`src/rtl/swtx_pkg.sv`:
```
package swtx_pkg;
  // Strobes from the sequencer to the datapath
  typedef struct packed {
    logic load;   // take head word into shifter
    logic shift;  // advance to next bit
    logic drive;  // line shows data (first half of cell)
  } txStrb_t;
endpackage

```
`src/rtl/swtx_datapath.sv`:
```
module swtx_datapath #(
  parameter int BUS_W  = 16,
  parameter int WORD_W = 2 * BUS_W,
  parameter int DEPTH  = 32
) (
  input  logic                 clk,
  input  logic                 rstN,
  input  logic                 wrStb,
  input  logic [BUS_W-1:0]     wrData,
  input  logic                 parityMode,
  input  swtx_pkg::txStrb_t    strb,
  output logic                 fifoEmpty,
  output logic                 fifoHalf,
  output logic                 fifoFull,
  output logic                 lineHi,
  output logic                 lineLo
);
  localparam int PTR_W = (DEPTH > 1) ? $clog2(DEPTH) : 1;
  localparam int CNT_W = $clog2(DEPTH + 1);
  localparam int HALF_MARK = DEPTH / 2;

  logic [BUS_W-1:0]  loHalf;
  logic              halfPend;
  logic [WORD_W-1:0] mem [DEPTH];
  logic [PTR_W-1:0]  wrPtr, rdPtr;
  logic [CNT_W-1:0]  count;
  logic [WORD_W-1:0] headWord;
  logic [WORD_W-1:0] shReg;
  logic              push, pop;

  function automatic logic [PTR_W-1:0] nextPtr(input logic [PTR_W-1:0] p);
    if (p == PTR_W'(DEPTH - 1)) return '0;
    return p + 1'b1;
  endfunction

  assign fifoEmpty = (count == '0);
  assign fifoHalf  = (count >= CNT_W'(HALF_MARK));
  assign fifoFull  = (count == CNT_W'(DEPTH));

  assign push = wrStb && halfPend && !fifoFull;
  assign pop  = strb.load;

  // Half-word assembly
  always_ff @(posedge clk) begin
    if (!rstN) begin
      halfPend <= 1'b0;
      loHalf   <= '0;
    end else if (wrStb) begin
      halfPend <= !halfPend;
      if (!halfPend) loHalf <= wrData;
    end
  end

  // Queue storage
  always_ff @(posedge clk) begin
    if (push) mem[wrPtr] <= {wrData, loHalf};
  end

  always_ff @(posedge clk) begin
    if (!rstN) begin
      wrPtr <= '0;
      rdPtr <= '0;
      count <= '0;
    end else begin
      if (push) wrPtr <= nextPtr(wrPtr);
      if (pop)  rdPtr <= nextPtr(rdPtr);
      case ({push, pop})
        2'b10:   count <= count + 1'b1;
        2'b01:   count <= count - 1'b1;
        default: count <= count;
      endcase
    end
  end

  // Bit 31 selection at load time
  always_comb begin
    headWord = mem[rdPtr];
    if (parityMode) headWord[WORD_W-1] = ~(^headWord[WORD_W-2:0]);
  end

  // Output shifter, LSB first
  always_ff @(posedge clk) begin
    if (!rstN) begin
      shReg <= '0;
    end else if (strb.load) begin
      shReg <= headWord;
    end else if (strb.shift) begin
      shReg <= {1'b0, shReg[WORD_W-1:1]};
    end
  end

  assign lineHi = strb.drive &  shReg[0];
  assign lineLo = strb.drive & ~shReg[0];
endmodule

```
`src/rtl/swtx_ctrl.sv`:
```
module swtx_ctrl #(
  parameter int WORD_W    = 32,
  parameter int FAST_CELL = 10,
  parameter int SLOW_CELL = 80,
  parameter int GAP_BITS  = 4
) (
  input  logic              clk,
  input  logic              rstN,
  input  logic              txEnable,
  input  logic              rateSlow,
  input  logic              fifoEmpty,
  output swtx_pkg::txStrb_t strb
);
  localparam int CELL_W  = $clog2(SLOW_CELL + 1);
  localparam int GAP_MAX = GAP_BITS * SLOW_CELL;
  localparam int GAP_W   = $clog2(GAP_MAX + 1);
  localparam int BIT_W   = $clog2(WORD_W);

  typedef enum logic [1:0] {ST_IDLE, ST_SEND, ST_GAP} txState_t;

  txState_t          state;
  logic [CELL_W-1:0] cellLen;
  logic [CELL_W-1:0] phase;
  logic [BIT_W-1:0]  bitIdx;
  logic [GAP_W-1:0]  gapCnt;
  logic [GAP_W-1:0]  gapLast;
  logic              cellEnd, lastBit, gapEnd, startNow;

  assign gapLast  = GAP_W'(GAP_BITS) * GAP_W'(cellLen) - GAP_W'(1);
  assign cellEnd  = (phase == cellLen - CELL_W'(1));
  assign lastBit  = (bitIdx == BIT_W'(WORD_W - 1));
  assign gapEnd   = (gapCnt == gapLast);
  assign startNow = (state == ST_IDLE) && txEnable && !fifoEmpty;

  always_comb begin
    strb.load  = startNow;
    strb.shift = (state == ST_SEND) && cellEnd;
    strb.drive = (state == ST_SEND) && (phase < (cellLen >> 1));
  end

  always_ff @(posedge clk) begin
    if (!rstN) begin
      state   <= ST_IDLE;
      cellLen <= CELL_W'(FAST_CELL);
      phase   <= '0;
      bitIdx  <= '0;
      gapCnt  <= '0;
    end else begin
      case (state)
        ST_IDLE: begin
          if (startNow) begin
            state   <= ST_SEND;
            cellLen <= rateSlow ? CELL_W'(SLOW_CELL) : CELL_W'(FAST_CELL);
            phase   <= '0;
            bitIdx  <= '0;
          end
        end
        ST_SEND: begin
          if (cellEnd) begin
            phase <= '0;
            if (lastBit) begin
              state  <= ST_GAP;
              gapCnt <= '0;
            end else begin
              bitIdx <= bitIdx + 1'b1;
            end
          end else begin
            phase <= phase + 1'b1;
          end
        end
        ST_GAP: begin
          if (gapEnd) state <= ST_IDLE;
          else        gapCnt <= gapCnt + 1'b1;
        end
        default: state <= ST_IDLE;
      endcase
    end
  end
endmodule

```
`src/rtl/serial_word_tx.sv`:
```
module serial_word_tx #(
  parameter int BUS_W     = 16,
  parameter int DEPTH     = 32,
  parameter int FAST_CELL = 10,
  parameter int SLOW_CELL = 80,
  parameter int GAP_BITS  = 4
) (
  input  logic             clk,
  input  logic             rstN,
  input  logic             wrStb,
  input  logic [BUS_W-1:0] wrData,
  input  logic             parityMode,
  input  logic             rateSlow,
  input  logic             txEnable,
  output logic             lineHi,
  output logic             lineLo,
  output logic             fifoEmpty,
  output logic             fifoHalf,
  output logic             fifoFull
);
  localparam int WORD_W = 2 * BUS_W;

  swtx_pkg::txStrb_t ctlStrb;

  swtx_ctrl #(
    .WORD_W(WORD_W), .FAST_CELL(FAST_CELL),
    .SLOW_CELL(SLOW_CELL), .GAP_BITS(GAP_BITS)
  ) u_ctrl (
    .clk(clk), .rstN(rstN), .txEnable(txEnable), .rateSlow(rateSlow),
    .fifoEmpty(fifoEmpty), .strb(ctlStrb)
  );

  swtx_datapath #(
    .BUS_W(BUS_W), .WORD_W(WORD_W), .DEPTH(DEPTH)
  ) u_dp (
    .clk(clk), .rstN(rstN), .wrStb(wrStb), .wrData(wrData),
    .parityMode(parityMode), .strb(ctlStrb),
    .fifoEmpty(fifoEmpty), .fifoHalf(fifoHalf), .fifoFull(fifoFull),
    .lineHi(lineHi), .lineLo(lineLo)
  );
endmodule

```
`config.mk`:
```
export PLATFORM = sky130hd
export DESIGN_NAME = serial_word_tx
export DESIGN_NICKNAME = d
export VERILOG_FILES = /design/src/rtl/swtx_pkg.sv /design/src/rtl/swtx_datapath.sv /design/src/rtl/swtx_ctrl.sv /design/src/rtl/serial_word_tx.sv
export SDC_FILE = /design/constraint.sdc
export NUM_CORES = 1
export LEC_CHECK = 0
export ABC_CLOCK_PERIOD_IN_PS = 7330
export BUFFER_PORTS_ARGS = -buffer_cell sky130_fd_sc_hd__clkbuf_2
export CORE_MARGIN = 5
export CORE_UTILIZATION = 60
export CTS_CLUSTER_DIAMETER = 120
export DETAILED_ROUTE_END_ITERATION = 12
export PLACE_DENSITY = 0.76
export SETUP_SLACK_MARGIN = 0.1
export SLEW_MARGIN = 0
export SYNTH_ARGS = -nofsm -noshare
export SYNTH_HDL_FRONTEND = slang
export SYNTH_HIERARCHICAL = 1
export SYNTH_SLANG_ARGS = --single-unit
```
`constraint.sdc`:
```
create_clock -name clk -period 7.33 [get_ports clk]
set_input_delay 1.466 -clock clk [delete_from_list [all_inputs] [get_ports clk]]
set_output_delay 1.466 -clock clk [all_outputs]
set_load 0.01 [all_outputs]
```
==> impl_summary.log <==
INFO  metric fmax = 218 MHz
INFO  metric dieWidth = 280 um
INFO  metric final_cell_count_no_fill = about 3300
INFO  metric leakagePower = around 15 nW
INFO  metric detailed_place_hpwl = ~57000 um
INFO  metric final_period_minus_worst_setup_slack = ~4.6 ns
INFO  metric area_delta_synth_final = 10.8%
INFO  metric avgSynthCellArea = ~20 um2
INFO  metric start_util = 0.603
INFO  metric synthFlopType = sky130_fd_sc_hd__edfxtp_1
INFO  metric fin_crit_sh = 0.626
INFO  metric critical_path_required = 7.87 ns
INFO  metric clock_sink_count = 1119
INFO  metric setup_viol = 0
INFO  metric timing.setup.tns = 0 ns
INFO  metric synth.top_cells.by_area = sky130_fd_sc_hd__edfxtp_1, sky130_fd_sc_hd__mux4_2, sky130_fd_sc_hd__dfxtp_1, sky130_fd_sc_hd__mux2i_1, sky130_fd_sc_hd__o22ai_1
INFO  metric worst_setup_path_start_kind = register
INFO  metric root_buffer = sky130_fd_sc_hd__clkbuf_16
INFO  metric yosys_register_bits = 1119
INFO  metric syn_inst = about 2200
INFO  metric worst_ep_arrival_time = between 5 and 6 ns
INFO  metric full_die_area = between 70000 and 80000 um2
INFO  metric synth_most_common_cell = sky130_fd_sc_hd__edfxtp_1
INFO  metric core = approximately 73000 um2
INFO  metric worst_skew_pair.late_latency = approximately 0.67 ns
INFO  metric post_cts_buffers = 0
INFO  metric ys_seq_area_frac = 0.745
INFO  metric gp_routability_congestion = 0.812
INFO  metric yosys.area.top_type = sky130_fd_sc_hd__edfxtp_1
INFO  metric rsz0062_at_grt = false
INFO  metric synthTopCellsByCount = sky130_fd_sc_hd__edfxtp_1, sky130_fd_sc_hd__mux4_2, sky130_fd_sc_hd__dfxtp_1
INFO  metric maxSlewViolCount = 0
INFO  metric count_of_yosys_warnings_during_synthesis = 6
INFO  metric dieHeight = roughly 280 um
INFO  metric remaining_drc_errors = 0
INFO  metric critPathMaxFanout = 47
INFO  metric placedInstanceArea = roughly 45000 um2
INFO  metric number_of_antenna_violations_at_the_first_check_in_global_routing = 0
INFO  metric final_net_count = 2339
INFO  metric max_slew.worst_pin.slew = ~1.2 ns
INFO  metric core.rowCount = between 90 and 100
INFO  metric io_pins = 27
INFO  metric power.density_cell_area = between 200 and 300 nW/um2
INFO  metric drv_cap = 0
INFO  metric num_vias = 22800
INFO  metric detail_route.iter0.violations = about 3100
INFO  metric final_core_utilization = 0.668
INFO  metric post-synth-top-area-fraction = 0.701
INFO  metric detail_route.vias_per_cell = approximately 7
INFO  metric synth_area = ~44000 um2
INFO  metric worstHoldPathCells = 1
INFO  metric buffers_from_clock_root_to_sink_at_most = 3
INFO  metric vdd_ir_drop_max = 0.284 mV
INFO  metric wl_per_cell = roughly 32 um
INFO  metric cts-hold-fix-buffers = 0
INFO  metric post_cts_repair_resize_count = 0
INFO  metric grt_pass1_vias = 23000
INFO  metric worstHoldPathType = reg -> reg
INFO  metric grt_use_total = 0.271
INFO  metric tritoncts_clock_tree = done
INFO  metric routed_wirelength = roughly 110000 um
INFO  metric drive_above_1_share = 0.222
INFO  metric slew_headroom = 0.222
INFO  metric ant_nets = 0
INFO  metric synthesis.nets = 2276
INFO  metric cts_inserted_buffers = around 110
INFO  metric cp-end-kind = register
INFO  metric buffer_ports.inserted = 26
INFO  metric first_pass_grt_wire_length = around 150000 um
INFO  metric layout.cell_area.non_filler = about 49000 um2
INFO  metric crit_type = reg -> reg
INFO  metric grt_overflow = 0
INFO  metric worst_clock_skew = roughly 0.020 ns
INFO  metric htreeDepth = 3
INFO  metric synth.distinct_cells = 68
INFO  metric clk_pin_slew_worst_paths = 0.06 ns
INFO  metric r2r.worst_path.cells = 11
INFO  metric dpl.cell_count = 3148
INFO  metric largest_net_degree_at_the_start_of_global_routing = 97
INFO  metric run_status = complete, no violations
INFO  metric synth_edf_count = just over 1000
INFO  metric hold_violations = 0
INFO  metric asyncSetResetFlopFracSynth = 0
INFO  metric drtPass1Iterations = 7
==> stage by stage <==
step | setup slack (ns) | power (W) | hold slack, ns
floorplan | 3.44 | 0.00836 | 0.449
global placement | 2.73 | 0.00868 | 0.461
detailed placement | 2.71 | 0.00873 | 0.491
CTS | 2.67 | 0.0140 | 0.510
global route | 2.37 | 0.0144 | 0.523
finish | 2.74 | 0.0139 | 0.509
==> cells by family after synthesis <==
logic type               share of synthesized area
multiplexers                                 0.144
AND/OR/NAND/NOR                             0.0375
buffers and inverters                       0.0171
AO/OA/AOI/OAI                               0.0423
flip-flops                                   0.745
XOR/XNOR                                   0.00916
adder cells (fa/ha/maj)                    0.00542
==> metal layers <==
layer  part of all wire  global-route usage  up-vias
met5                  0                   0        -
met4              0.033              0.0849        0
met3               0.12              0.0589      228
met2               0.48               0.430     1479
met1               0.37               0.387    11800
li1                   -                   -     9274
==> registers in the layout, indices dropped and copies added (netlist names), named ones only <==
signal	cells
u_dp/mem	1024
u_dp/wrPtr	5
u_dp/halfPend	1
u_dp/loHalf	16
u_dp/shReg	32
u_ctrl/gapCnt	9
u_ctrl/state	2
u_ctrl/cellLen	2
u_ctrl/phase	7
u_ctrl/bitIdx	5
u_dp/rdPtr	5
u_dp/count	6
==> report_power, final <==
| group | leakage, nW | switching, W | internal (W) |
|---|---|---|---|
| Sequential | 9.92 | 0.000156 | 0.00706 |
| Clock | 1.65 | 0.00229 | 0.00304 |
| Combinational | 3.39 | 0.000785 | 0.000615 |
==> layout make-up <==
type                    count  area (um2)
inverters                  11        41.3
diodes                      1        2.50
clock buffers             152        2970
clock inverters            48         424
repair buffers             82         576
multi-input cells         977       10700
well taps                 959        1200
flip-flops and latches   1119       32700
fillers                  4440       24100
==> layout by cell type, fill, tap and decap left out, types with 44 or more instances in the layout <==
cell type | synthesis | layout
sky130_fd_sc_hd__o22ai_1 | 57 | 57
sky130_fd_sc_hd__mux4_2 | 240 | 240
sky130_fd_sc_hd__dfxtp_1 | 95 | 91
sky130_fd_sc_hd__mux2i_1 | 74 | 74
sky130_fd_sc_hd__nor2_1 | 89 | 56
sky130_fd_sc_hd__edfxtp_1 | 1024 | 1024
sky130_fd_sc_hd__nand2_1 | 78 | 78
sky130_fd_sc_hd__clkbuf_16 | 0 | 110
sky130_fd_sc_hd__buf_4 | 24 | 54
sky130_fd_sc_hd__nor2b_1 | 47 | 44
sky130_fd_sc_hd__a21oi_1 | 59 | 59
==> worst max-delay path: stages, from the launching register on <==
cell and delay, ns:
sky130_fd_sc_hd__dfxtp_4 0.90, sky130_fd_sc_hd__buf_4 0.64, sky130_fd_sc_hd__buf_4 0.52, sky130_fd_sc_hd__mux4_2 0.56, sky130_fd_sc_hd__a221oi_1 0.29, sky130_fd_sc_hd__a22oi_1 0.20
sky130_fd_sc_hd__xnor2_1 0.25, sky130_fd_sc_hd__xnor3_1 0.25, sky130_fd_sc_hd__xor2_1 0.24, sky130_fd_sc_hd__xnor3_1 0.35, sky130_fd_sc_hd__nand2_1 0.08, sky130_fd_sc_hd__a21oi_1 0.06
==> path summary, 6_finish.rpt <==
check,start,end,slack [ns]
min reg2reg,u_ctrl/phase[6],u_ctrl/phase[6],0.51
min,u_ctrl/phase[6],u_ctrl/phase[6],0.51
max,register,u_dp/shReg[31],2.74
max reg2reg,register,u_dp/shReg[31],2.74
Power figures use the tool's default switching activity.
